File: src/rtl/dsp_xfer_pkg.sv
`timescale 1ns/1ps
package dsp_xfer_pkg;
    localparam int DATA_W   = 32;
    localparam int GUARD_W  = 8;
    localparam int NUM_ACC  = 2;
    localparam int NUM_OPR  = 4;
    localparam int SEL_W    = 4;

    localparam logic [SEL_W-1:0] SEL_ACC_BASE = SEL_W'(0);
    localparam logic [SEL_W-1:0] SEL_GRD_BASE = SEL_W'(NUM_ACC);
    localparam logic [SEL_W-1:0] SEL_OPR_BASE = SEL_W'(2 * NUM_ACC);
    localparam logic [SEL_W-1:0] SEL_LAST_OK  = SEL_W'(2 * NUM_ACC + NUM_OPR - 1);
    localparam logic [SEL_W-1:0] SEL_STATUS   = SEL_W'(2 * NUM_ACC + NUM_OPR);

    typedef enum logic [1:0] {
        XK_IDLE,
        XK_LOAD,
        XK_STORE,
        XK_REJECT
    } xfer_kind_e;
endpackage

File: src/rtl/xfer_decode.sv
`timescale 1ns/1ps
module xfer_decode
    import dsp_xfer_pkg::*;
(
    input  logic             cmd_valid,
    input  logic             cmd_load,
    input  logic [SEL_W-1:0] cmd_sel,
    output xfer_kind_e       kind,
    output logic             sel_is_guard
);
    logic sel_legal;

    always_comb begin
        sel_legal    = (cmd_sel <= SEL_LAST_OK);
        sel_is_guard = (cmd_sel >= SEL_GRD_BASE) && (cmd_sel < SEL_OPR_BASE);
        if (!cmd_valid)      kind = XK_IDLE;
        else if (!sel_legal) kind = XK_REJECT;
        else if (cmd_load)   kind = XK_LOAD;
        else                 kind = XK_STORE;
    end
endmodule

File: src/rtl/xfer_load_align.sv
`timescale 1ns/1ps
module xfer_load_align #(
    parameter int DATA_W  = 32,
    parameter int GUARD_W = 8
) (
    input  logic               cmd_long,
    input  logic [DATA_W-1:0]  ld_data,
    output logic [DATA_W-1:0]  img_body,
    output logic [GUARD_W-1:0] img_guard,
    output logic [GUARD_W-1:0] grd_byte
);
    localparam int HALF_W = DATA_W / 2;

    always_comb begin
        if (cmd_long) img_body = ld_data;
        else          img_body = {ld_data[HALF_W-1:0], {HALF_W{1'b0}}};
        img_guard = {GUARD_W{img_body[DATA_W-1]}};
        grd_byte  = ld_data[GUARD_W-1:0];
    end
endmodule

File: src/rtl/xfer_regfile.sv
`timescale 1ns/1ps
module xfer_regfile
    import dsp_xfer_pkg::*;
#(
    parameter int DATA_W  = 32,
    parameter int GUARD_W = 8
) (
    input  logic               clk,
    input  logic               rst,
    input  logic               wr_en,
    input  logic [SEL_W-1:0]   sel,
    input  logic [DATA_W-1:0]  img_body,
    input  logic [GUARD_W-1:0] img_guard,
    input  logic [GUARD_W-1:0] grd_byte,
    output logic [DATA_W-1:0]  rd_body,
    output logic [GUARD_W-1:0] rd_guard
);
    logic [DATA_W-1:0]  acc_body [NUM_ACC];
    logic [GUARD_W-1:0] acc_grd  [NUM_ACC];
    logic [DATA_W-1:0]  opr_body [NUM_OPR];

    for (genvar a = 0; a < NUM_ACC; a++) begin : g_acc
        localparam logic [SEL_W-1:0] BODY_SEL = SEL_ACC_BASE + SEL_W'(a);
        localparam logic [SEL_W-1:0] GRD_SEL  = SEL_GRD_BASE + SEL_W'(a);
        always_ff @(posedge clk) begin
            if (rst) begin
                acc_body[a] <= '0;
                acc_grd[a]  <= '0;
            end else if (wr_en && sel == BODY_SEL) begin
                acc_body[a] <= img_body;
                acc_grd[a]  <= img_guard;
            end else if (wr_en && sel == GRD_SEL) begin
                acc_grd[a]  <= grd_byte;
            end
        end
    end

    for (genvar o = 0; o < NUM_OPR; o++) begin : g_opr
        localparam logic [SEL_W-1:0] OPR_SEL = SEL_OPR_BASE + SEL_W'(o);
        always_ff @(posedge clk) begin
            if (rst)                         opr_body[o] <= '0;
            else if (wr_en && sel == OPR_SEL) opr_body[o] <= img_body;
        end
    end

    always_comb begin
        rd_body  = '0;
        rd_guard = '0;
        for (int a = 0; a < NUM_ACC; a++) begin
            if (sel == SEL_ACC_BASE + SEL_W'(a)) rd_body  = acc_body[a];
            if (sel == SEL_GRD_BASE + SEL_W'(a)) rd_guard = acc_grd[a];
        end
        for (int o = 0; o < NUM_OPR; o++) begin
            if (sel == SEL_OPR_BASE + SEL_W'(o)) rd_body = opr_body[o];
        end
    end
endmodule

File: src/rtl/xfer_store_align.sv
`timescale 1ns/1ps
module xfer_store_align
    import dsp_xfer_pkg::*;
#(
    parameter int DATA_W  = 32,
    parameter int GUARD_W = 8
) (
    input  xfer_kind_e         kind,
    input  logic               cmd_long,
    input  logic               sel_is_guard,
    input  logic [DATA_W-1:0]  rd_body,
    input  logic [GUARD_W-1:0] rd_guard,
    output logic [DATA_W-1:0]  st_data
);
    localparam int HALF_W = DATA_W / 2;

    always_comb begin
        st_data = '0;
        if (kind == XK_STORE) begin
            if (sel_is_guard)
                st_data = {{(DATA_W-GUARD_W){rd_guard[GUARD_W-1]}}, rd_guard};
            else if (cmd_long)
                st_data = rd_body;
            else
                st_data = {{HALF_W{rd_body[DATA_W-1]}}, rd_body[DATA_W-1:HALF_W]};
        end
    end
endmodule

File: src/rtl/dsp_xfer_fmt.sv
`timescale 1ns/1ps
module dsp_xfer_fmt
    import dsp_xfer_pkg::*;
#(
    parameter int DATA_W  = dsp_xfer_pkg::DATA_W,
    parameter int GUARD_W = dsp_xfer_pkg::GUARD_W
) (
    input  logic              clk,
    input  logic              rst,
    input  logic              cmd_valid,
    input  logic              cmd_load,
    input  logic              cmd_long,
    input  logic [SEL_W-1:0]  cmd_sel,
    input  logic [DATA_W-1:0] ld_data,
    output logic [DATA_W-1:0] st_data,
    output logic              cmd_illegal
);
    xfer_kind_e         kind;
    logic               sel_is_guard;
    logic [DATA_W-1:0]  img_body;
    logic [GUARD_W-1:0] img_guard;
    logic [GUARD_W-1:0] grd_byte;
    logic [DATA_W-1:0]  rd_body;
    logic [GUARD_W-1:0] rd_guard;

    xfer_decode u_dec (
        .cmd_valid    (cmd_valid),
        .cmd_load     (cmd_load),
        .cmd_sel      (cmd_sel),
        .kind         (kind),
        .sel_is_guard (sel_is_guard)
    );

    xfer_load_align #(.DATA_W(DATA_W), .GUARD_W(GUARD_W)) u_ld (
        .cmd_long  (cmd_long),
        .ld_data   (ld_data),
        .img_body  (img_body),
        .img_guard (img_guard),
        .grd_byte  (grd_byte)
    );

    xfer_regfile #(.DATA_W(DATA_W), .GUARD_W(GUARD_W)) u_rf (
        .clk       (clk),
        .rst       (rst),
        .wr_en     (kind == XK_LOAD),
        .sel       (cmd_sel),
        .img_body  (img_body),
        .img_guard (img_guard),
        .grd_byte  (grd_byte),
        .rd_body   (rd_body),
        .rd_guard  (rd_guard)
    );

    xfer_store_align #(.DATA_W(DATA_W), .GUARD_W(GUARD_W)) u_st (
        .kind         (kind),
        .cmd_long     (cmd_long),
        .sel_is_guard (sel_is_guard),
        .rd_body      (rd_body),
        .rd_guard     (rd_guard),
        .st_data      (st_data)
    );

    assign cmd_illegal = (kind == XK_REJECT);
endmodule

File: config.mk
export PLATFORM = sky130hd
export DESIGN_NAME = dsp_xfer_fmt
export DESIGN_NICKNAME = d
export VERILOG_FILES = /design/src/rtl/dsp_xfer_pkg.sv /design/src/rtl/xfer_decode.sv /design/src/rtl/xfer_load_align.sv /design/src/rtl/xfer_regfile.sv /design/src/rtl/xfer_store_align.sv /design/src/rtl/dsp_xfer_fmt.sv
export SDC_FILE = /design/constraint.sdc
export NUM_CORES = 1
export LEC_CHECK = 0
export BUFFER_PORTS_ARGS = -buffer_cell sky130_fd_sc_hd__buf_4
export CAP_MARGIN = 40
export CELL_PAD_IN_SITES_DETAIL_PLACEMENT = 0
export CELL_PAD_IN_SITES_GLOBAL_PLACEMENT = 1
export CORE_ASPECT_RATIO = 1.75
export CORE_MARGIN = 4
export CORE_UTILIZATION = 23
export DETAILED_ROUTE_END_ITERATION = 8
export GPL_ROUTABILITY_DRIVEN = 0
export MAX_ROUTING_LAYER = met4
export PLACE_DENSITY_LB_ADDON = 0.3
export SYNTH_ARGS = -nofsm -noshare
export SYNTH_HDL_FRONTEND = slang
export SYNTH_HIERARCHICAL = 1
export SYNTH_SLANG_ARGS = --single-unit
File: constraint.sdc
create_clock -name clk -period 3.25 [get_ports clk]
set_input_delay 0 -clock clk [delete_from_list [all_inputs] [get_ports clk]]
set_output_delay 0 -clock clk [all_outputs]
set_load 0.03 [all_outputs]
Word-level counts from Yosys, hierarchy flattened

Memory sizes are Yosys's and may differ from the RTL's.
Cells that the tools add are included.

Flip-flop bits (word level): 0
Memory bits (writable): 208
Bits of input ports: 41
Output and inout bits: 33
Memories kept: 3

Order comparisons: 3
Equality and inequality tests: 10
Mux-type cells: 53
Bitwise gates (word level): 10
Reductions and logical operators: 10

Memories:

| memory        | words | bits a word | read ports | clocked after Yosys merged registers in | write ports | line               | source |
|---|---|---|---|---|---|---|---|
| u_rf.opr_body | 4     | 32          | 4          | 0                                       | 4           | xfer_regfile.sv:20 | `logic [DATA_W-1:0] opr_body [NUM_OPR];` |
| u_rf.acc_body | 2     | 32          | 2          | 0                                       | 2           | xfer_regfile.sv:18 | `logic [DATA_W-1:0] acc_body [NUM_ACC];` |
| u_rf.acc_grd  | 2     | 8           | 2          | 0                                       | 2           | xfer_regfile.sv:19 | `logic [GUARD_W-1:0] acc_grd [NUM_ACC];` |

Operators by type and width:

| kind                                                           | number |
|---|---|
| two-way mux 32 bit                                             | 15 |
| two-way mux 8 bit                                              | 6 |
| two-way mux 31 bit                                             | 1 |
| two-way mux 1 bit                                              | 28 |
| == test 4 x 3 -> 1 bit, second input constant                  | 4 |
| bitwise OR 1 bit                                               | 10 |
| logical AND 1 bit                                              | 9 |
| == test 4 x 2 -> 1 bit, second input constant                  | 2 |
| two-way mux 2 bit                                              | 3 |
| == test 2 bit, second input constant                           | 2 |
| == test 4 x 1 -> 1 bit, second input constant                  | 1 |
| >= comparator 4 x 2 -> 1 bit, second input constant            | 1 |
| less-or-equal comparator 4 x 3 -> 1 bit, second input constant | 1 |
| logical NOT 4 bit                                              | 1 |
| less-than comparator 4 x 3 -> 1 bit, second input constant     | 1 |
| == test 2 x 1 -> 1 bit, second input constant                  | 1 |

Logic depth before layout (Yosys ltp)

Gate-level depths: netlist of the first run.

Depth after elaboration: 10
Gate-level depth with buffers: 10
Mapped depth without buffers: 7

Hierarchy

The synthesis of the first run kept the hierarchy.

Modules (own cells, without submodules):

| module           | times used | cells an instance | area each (µm²) |
|---|---|---|---|
| xfer_regfile     | 1          | 755               | 9541.7 |
| xfer_store_align | 1          | 91                | 737.0 |
| xfer_load_align  | 1          | 51                | 427.9 |
| xfer_decode      | 1          | 4                 | 26.3 |
| dsp_xfer_fmt     | 1          | 2                 | 16.3 |

Worst setup path before layout of the first run

OpenSTA, ideal clock, no wires.

Path type: input-to-reg
Start: input port cmd_valid
End: memory u_rf.opr_body[1][0] (enable)
Library setup time: 0.428 ns
Arrival: 1.987 ns
Slack: 0.835 ns
Cell stages on the path: 4
Buffers on the path: 0
Cells stage by stage: a21boi_1 > and2b_2 > nand2_2 > o21bai_1

RTL lines:

| element         | line               | source |
|---|---|---|
| start, declared | dsp_xfer_fmt.sv:10 | `input logic cmd_valid,` |
| end, declared   | xfer_regfile.sv:20 |  |

Final worst setup path of the first run

Start: input port cmd_sel[0]
End: output port st_data[3]

Word-level cells in the longest chain between the ends: 10
Elaborated cells on any way between the ends: 26
Those cells by class: 3 x order compare; 8 x eq/ne; 13 x mux; 2 x reduce/logical

Ends and longest elaborated chain:

| element                          | line                   | source |
|---|---|---|
| start, declared                  | dsp_xfer_fmt.sv:13     | `input logic [SEL_W-1:0] cmd_sel,` |
| logical NOT 4 bit                | xfer_regfile.sv:50     | `if (sel == SEL_ACC_BASE + SEL_W'(a)) rd_body = acc_body[a];` |
| two-way mux 32 bit (2 in series) | xfer_regfile.sv:50     |  |
| two-way mux 32 bit (3 in series) | xfer_regfile.sv:54     | `if (sel == SEL_OPR_BASE + SEL_W'(o)) rd_body = opr_body[o];` |
| two-way mux 32 bit *             | xfer_regfile.sv:54     |  |
| via rd_body[3]                   | dsp_xfer_fmt.sv:23     | `logic [DATA_W-1:0] rd_body;` |
| two-way mux 31 bit *             | xfer_store_align.sv:22 | `else if (cmd_long)` |
| two-way mux 32 bit *             | xfer_store_align.sv:20 | `if (sel_is_guard)` |
| two-way mux 32 bit *             | xfer_store_align.sv:19 | `if (kind == XK_STORE) begin` |
| end, declared                    | dsp_xfer_fmt.sv:15     | `output logic [DATA_W-1:0] st_data,` |

The timed path passes the listed nets; every way through them passes the cells marked *.

==> flow_metrics.tcl, run 1 <==
set metrics [dict create \
    synth.distinct_cells 44 \
    core_sq_um 46100 \
    syn_inst 903 \
    post-dp-hpwl_mm 23.7 \
    synth_edf_count 208 \
    ys_ff_latch 208 \
    max-vdd-ir-drop_mv 0.266 \
    yosysSeqAreaShare_pct 58.1 \
    slew_headroom_pct 48.7 \
    syn_nets 944 \
    grt_first_pass_wirelength_mm 51.8 \
    fp.dieW_um 171 \
    combinationalPowerShare_pct 12.5 \
    synth_top_cell_by_area "edfxtp_1" \
    globalRoute.busiestLayer "met2" \
    viasPerCell 4.77 \
    hold_viol_final 0 \
    dp_slack_ns 0.651 \
    holdPathEnd "u_rf/acc_body[1][27]" \
    yosys-top-cells-area "edfxtp_1 58%, and2_1 12%, a211oi_1 3.3%" \
    start_util_pct 23.3 \
    final.min_clock_period_ns 2.54 \
    slew_violations 0 \
    synth_top_area_share_pct 58.1 \
    grt_pass1_vias 7644 \
    cts_tree "yes" \
    setup_ws_ns 0.712 \
    min_from "ld_data[11]" \
    maxCapViolCount 0 \
    required_ns 3.25 \
    crit_type "input port to output pin" \
    clkSinkCount 208 \
    grt_util_met1_pct 16.1 \
    mostFrequentLayoutCells "208 x and2_1, 208 x edfxtp_1, 100 x buf_4" \
    die_h_um 294 \
    cts_root_buffer "clkbuf_16" \
    grt_max_degree 65 \
    vias 7357 \
    netSwitchingPower_w 0.00147 \
    rsz0062_at_grt "no" \
    fmax_mhz 394 \
    gr-total-overflow 0 \
    clock_path_buffers 3 \
    antenna_found_initial 0 \
    fin_setup_tns_ns 0 \
    switching_share_pct 25.0 \
    ant_nets 0 \
    startpoint_type "input port" \
    p_clk_share_pct 34.2 \
    rows 104 \
    diodes 0 \
    p_leak_nw 4.29 \
    synth_area_sq_um 10700 \
    intPower_w 0.00441 \
    wl_per_cell_um 23.3 \
    grt_util_met3_pct 1.21 \
    drt_iter0_drc 357 \
    fill_cells 4787 \
    min_path_cells 3 \
    drive_gt1_share_pct 18.9 \
    cts_max_level 1 \
    dieArea_sq_um 50400 \
    seqPwrFrac_pct 53.3 \
    io_pins 74 \
    synth_flop_cell "edfxtp_1" \
    synth_warnings 6 \
    timing.final.crit_share_pct 78.1 \
    setup_viol 0 \
    worstHoldPathType "input port to flip-flop" \
    cts_buffers 19 \
    wl_mm 35.9 \
    worstSetupEndpointType "output pin" \
    gr-usage-met2_pct 26.1 \
    cp_max_fo 18 \
    drc 0 \
    nNetsFinal 993 \
    critical_path_arrival_ns 2.54 \
    track_usage_pct 14.4 \
    powerDensity_nw_per_um2 464 \
    max_slew.worst_pin.slew_ns 0.768 \
    drtPass1Iterations 4 \
    portBuffers 73 \
    synthToLayoutAreaGrowth_pct 17.8 \
    ys_async_sr_fraction_pct 0 \
    status "finished clean" \
    post-cts-setup-buffers 0 \
    path_clk_slew_ns 0.07 \
    avgSynthCellArea_sq_um 11.9 \
]
sequential cells by signal, indices dropped and copies added, names as in the netlist:
| name | count |
|---|---|
| u_rf/acc_grd | 16 |
| u_rf/acc_body | 64 |
| u_rf/opr_body | 128 |
worst max-delay path, cell delays in order:
cell,delay [ns]
buf_4,0.27
or2_2,0.40
buf_4,0.36
o22ai_1,0.15
o32a_1,0.32
o21ai_1,0.26
mux2i_1,0.25
a211oi_1,0.30
buf_4,0.21
Yosys cell counts (all sizes together), types with 2 or more instances:
library cell  number
a211oi            47
a21o               3
a21oi             64
a22o              16
a311oi            16
and2             209
and2b              2
buf               50
clkbuf            51
edfxtp           208
inv                5
mux2              16
mux2i             24
nand2             52
nand2b             4
nor2              13
nor2b             10
nor3               4
nor3b              2
o21ai             32
o21bai             3
o22ai             32
o32a              32
or2                2
per-layer routing:
| layer | vias to the layer above | wire, um |
|---|---|---|
| met2 | 184 | 19300 |
| met3 | 51 | 1250 |
| met5 | - | 0 |
| met4 | 0 | 1350 |
| met1 | 3693 | 14000 |
| li1 | 3429 | - |
logic make-up (layout without fill, tap and decap cells):
logic type | count (synthesis) | in the layout | synth area share [%]
flip-flops | 208 | 208 | 58.1
AND/OR/NAND/NOR | 300 | 300 | 16.3
buffers and inverters | 106 | 162 | 5.20
multiplexers | 40 | 40 | 3.91
AO/OA/AOI/OAI | 249 | 249 | 16.5
stage by stage:
step                      hold slack, ns  power [W]  utilization, %  instance area, sq um  instances
final                            0.00519    0.00588            27.5                 12700       1542
after global routing              0.0201    0.00611            27.5                 12700       1542
after CTS                      0.0000739    0.00597            27.5                 12700       1542
after detailed placement           0.370    0.00392            25.9                 11900       1493
after global placement             0.371    0.00391            25.8                 11900       1490
after floorplan                    0.299    0.00361               -                 10700        903
area by class of cell:
type | count | area [sq um] | share of cell area (%)
multi-input cells | 589 | 4030 | 31.8
repair buffers | 129 | 1130 | 8.93
inverters | 5 | 18.8 | 0.148
well taps | 583 | 729 | 5.76
clock inverters | 7 | 33.8 | 0.267
flip-flops and latches | 208 | 6250 | 49.3
clock buffers | 21 | 483 | 3.81
timing repair:
item | 4_1_cts | 5_1_grt
hold buffers | 21 | 0
resized for setup | 0 | 0
endpoints found under the setup margin | 0 | 0
hold endpoints to repair | 66 | 0
worst max path at each step:
stage / startpoint / end / slack [ns] / cells after the start
final: cmd_sel[0] / st_data[3] / 0.71 / 9
after global routing: cmd_sel[0] / st_data[29] / 0.52 / 9
after CTS: cmd_sel[0] / st_data[3] / 0.65 / 9
after detailed placement: cmd_sel[0] / st_data[3] / 0.65 / 9
after global placement: cmd_sel[0] / st_data[3] / 0.67 / 9
after floorplan: cmd_valid / u_rf/opr_body[1][0] / 0.84 / 4
power groups by stage:
stage          registers, W  clock network [W]  logic (W)
2_1_floorplan       0.00318                  0   0.000427
3_3_place_gp        0.00319                  0   0.000718
3_5_place_dp        0.00319                  0   0.000729
4_1_cts             0.00314            0.00208   0.000753
5_1_grt             0.00315            0.00217   0.000788
6_report            0.00314            0.00201   0.000736
No activity file was read; power rests on OpenSTA's default activity.
==> inputs of run 2 (changes only) <==
- clock period: 3.25 -> 2.17 ns (I/O delays scaled with it)
==> run 2 against run 1 <==
Against the previous run:
- the run now ends with negative setup slack left
- design area rose by 5.7%
- sequential power grew 50%
- sequential share of layout area down 2.7 points
- clock-buffer cell count increased by 3
- clock power up 75%
- via count is 2.4% higher
- first-iteration DRC count increased by 8.7%
- utilization is 1.6 points higher
- worst setup slack lost 0.83 ns
- worst hold slack worse by 0.0017 ns
- non-clock buffer count grew 36
- largest cell class unchanged
- largest power group unchanged
- highest routed layer unchanged
==> flow_metrics.tcl, run 2 (synthesized netlist as in run 1, its figures left out) <==
set metrics [dict create \
    max-vdd-ir-drop_mv 0.483 \
    worstSetupEndpointType "output pin" \
    slew_headroom_pct 58.5 \
    core_sq_um 46100 \
    mostFrequentLayoutCells "208 x and2_1, 208 x edfxtp_1, 119 x buf_4" \
    io_pins 74 \
    diodes 0 \
    startpoint_type "flip-flop" \
    required_ns 2.17 \
    drtPass1Iterations 5 \
    slew_violations 0 \
    viasPerCell 4.75 \
    antenna_found_initial 0 \
    netSwitchingPower_w 0.00232 \
    gr-total-overflow 0 \
    nNetsFinal 1031 \
    wl_per_cell_um 23.0 \
    drive_gt1_share_pct 24.9 \
    ant_nets 0 \
    powerDensity_nw_per_um2 704 \
    cts_root_buffer "clkbuf_16" \
    instances_no_fill 1587 \
    drc 0 \
    wl_mm 36.5 \
    intPower_w 0.00711 \
    rsz0062_at_grt "yes" \
    cts_buffers 20 \
    reg_top3 "u_rf/opr_body (128), u_rf/acc_body (64), u_rf/acc_grd (16)" \
    slowest_delay_ns 0.35 \
    hold_viol_final 0 \
    worst_hold_slack_ns 0.00351 \
    cp_common_cell "buf_4" \
    cp_max_fo 6 \
    fmax_mhz 437 \
    crit_chain "o22ai_2 -> o32a_1 -> o21ai_1 -> buf_4 -> nand2b_4 -> buf_4 -> a311oi_2 -> buf_4" \
    grt_pass1_vias 7799 \
    post-dp-hpwl_mm 23.9 \
    p_leak_nw 4.61 \
    rows 104 \
    clock_path_buffers 3 \
    track_usage_pct 14.7 \
    fin_util_pct 29.1 \
    start_util_pct 23.3 \
    combinationalPowerShare_pct 12.8 \
    synthToLayoutAreaGrowth_pct 24.6 \
    portBuffers 73 \
    grt_first_pass_wirelength_mm 52.9 \
    vias 7537 \
    clkSinkCount 208 \
    p_clk_share_pct 37.4 \
    critical_path_arrival_ns 2.29 \
    max_slew.worst_pin.slew_ns 0.622 \
    dieArea_sq_um 50400 \
    largest_reg_flops 128 \
    maxCapViolCount 0 \
    worstHoldPathType "input port to flip-flop" \
    placed_cells 1524 \
    power_w 0.00942 \
    critPathBufInv 3 \
    path_clk_slew_ns 0.06 \
    fin_setup_tns_ns -1.07 \
    largest-register "u_rf/opr_body" \
    timing.final.crit_share_pct 106 \
    switching_share_pct 24.6 \
    fp.dieW_um 171 \
    seqPwrFrac_pct 49.8 \
    cpLargestDelayFamily "compound AO/OA/AOI/OAI gates" \
    cts_tree "yes" \
    violations "negative setup slack" \
    final.min_clock_period_ns 2.29 \
    setup_viol 13 \
    crit_type "flip-flop to output pin" \
    crit_slowest_cell "edfxtp_1" \
    status "complete, but fails checks" \
    drt_iter0_drc 388 \
    setup_ws_ns -0.120 \
    die_h_um 294 \
    grt_max_degree 47 \
    cts_max_level 1 \
]
-- run 2: cell count changes in the layout (fill, tap and decap cells not counted), moves of 4 or more --
cell / previous run / this run
a211oi_1: 47 / 43
a311oi_2: 10 / 15
buf_12: 5 / 22
o21ai_1: 30 / 21
a211oi_2: 0 / 4
clkinvlp_4: 0 / 4
o21ai_2: 0 / 9
buf_6: 0 / 4
buf_4: 100 / 119
a311oi_1: 6 / 0
-- run 2: repair_timing --
item | CTS | global route
hold endpoints to repair | 64 | 0
endpoints found under the setup margin | 21 | 28
gates resized for setup | 9 | 14
buffers inserted | 6 | 0
pin swaps | 9 | 9
hold buffers | 20 | 0
gates cloned | 1 | 0
-- run 2: cell type report --
class	instances	area, sq um
Tap cell	583	729
Multi-Input combinational cell	590	4160
Timing Repair Buffer	165	1580
Sequential cell	208	6250
Clock inverter	12	118
Inverter	5	18.8
Clock buffer	24	537
Fill cell	4742	32700
-- run 2: worst paths after layout --
kind | cells after the start | slack, ns | start | to
max | 8 | -0.12 | u_rf/opr_body[0][31] | st_data[21]
min | 3 | 0.004 | ld_data[12] | u_rf/opr_body[1][28]
-- run 2: through the flow --
stage | instance area, sq um | setup WS (ns)
after floorplan | 10800 | -0.245
after detailed placement | 12400 | 0.111
after global routing | 13400 | -0.219
after CTS | 13300 | -0.151
after global placement | 12400 | 0.136
final | 13400 | -0.120
-- run 2: routing by layer --
layer | GRT usage (%) | routed length (um) | vias up
met1 | 16.6 | 14100 | 3778
met5 | - | 0 | -
met3 | 1.22 | 1300 | 41
met2 | 27.5 | 20400 | 185
li1 | - | - | 3533
met4 | 3.73 | 705 | 0
-- run 2: power by group through the flow --
stage / registers, W / logic (W) / clock network [W]
finish: 0.00470 / 0.00120 / 0.00352
global route: 0.00471 / 0.00129 / 0.00378
detailed placement: 0.00478 / 0.00116 / 0
floorplan: 0.00477 / 0.000647 / 0
global placement: 0.00478 / 0.00116 / 0
CTS: 0.00470 / 0.00122 / 0.00361
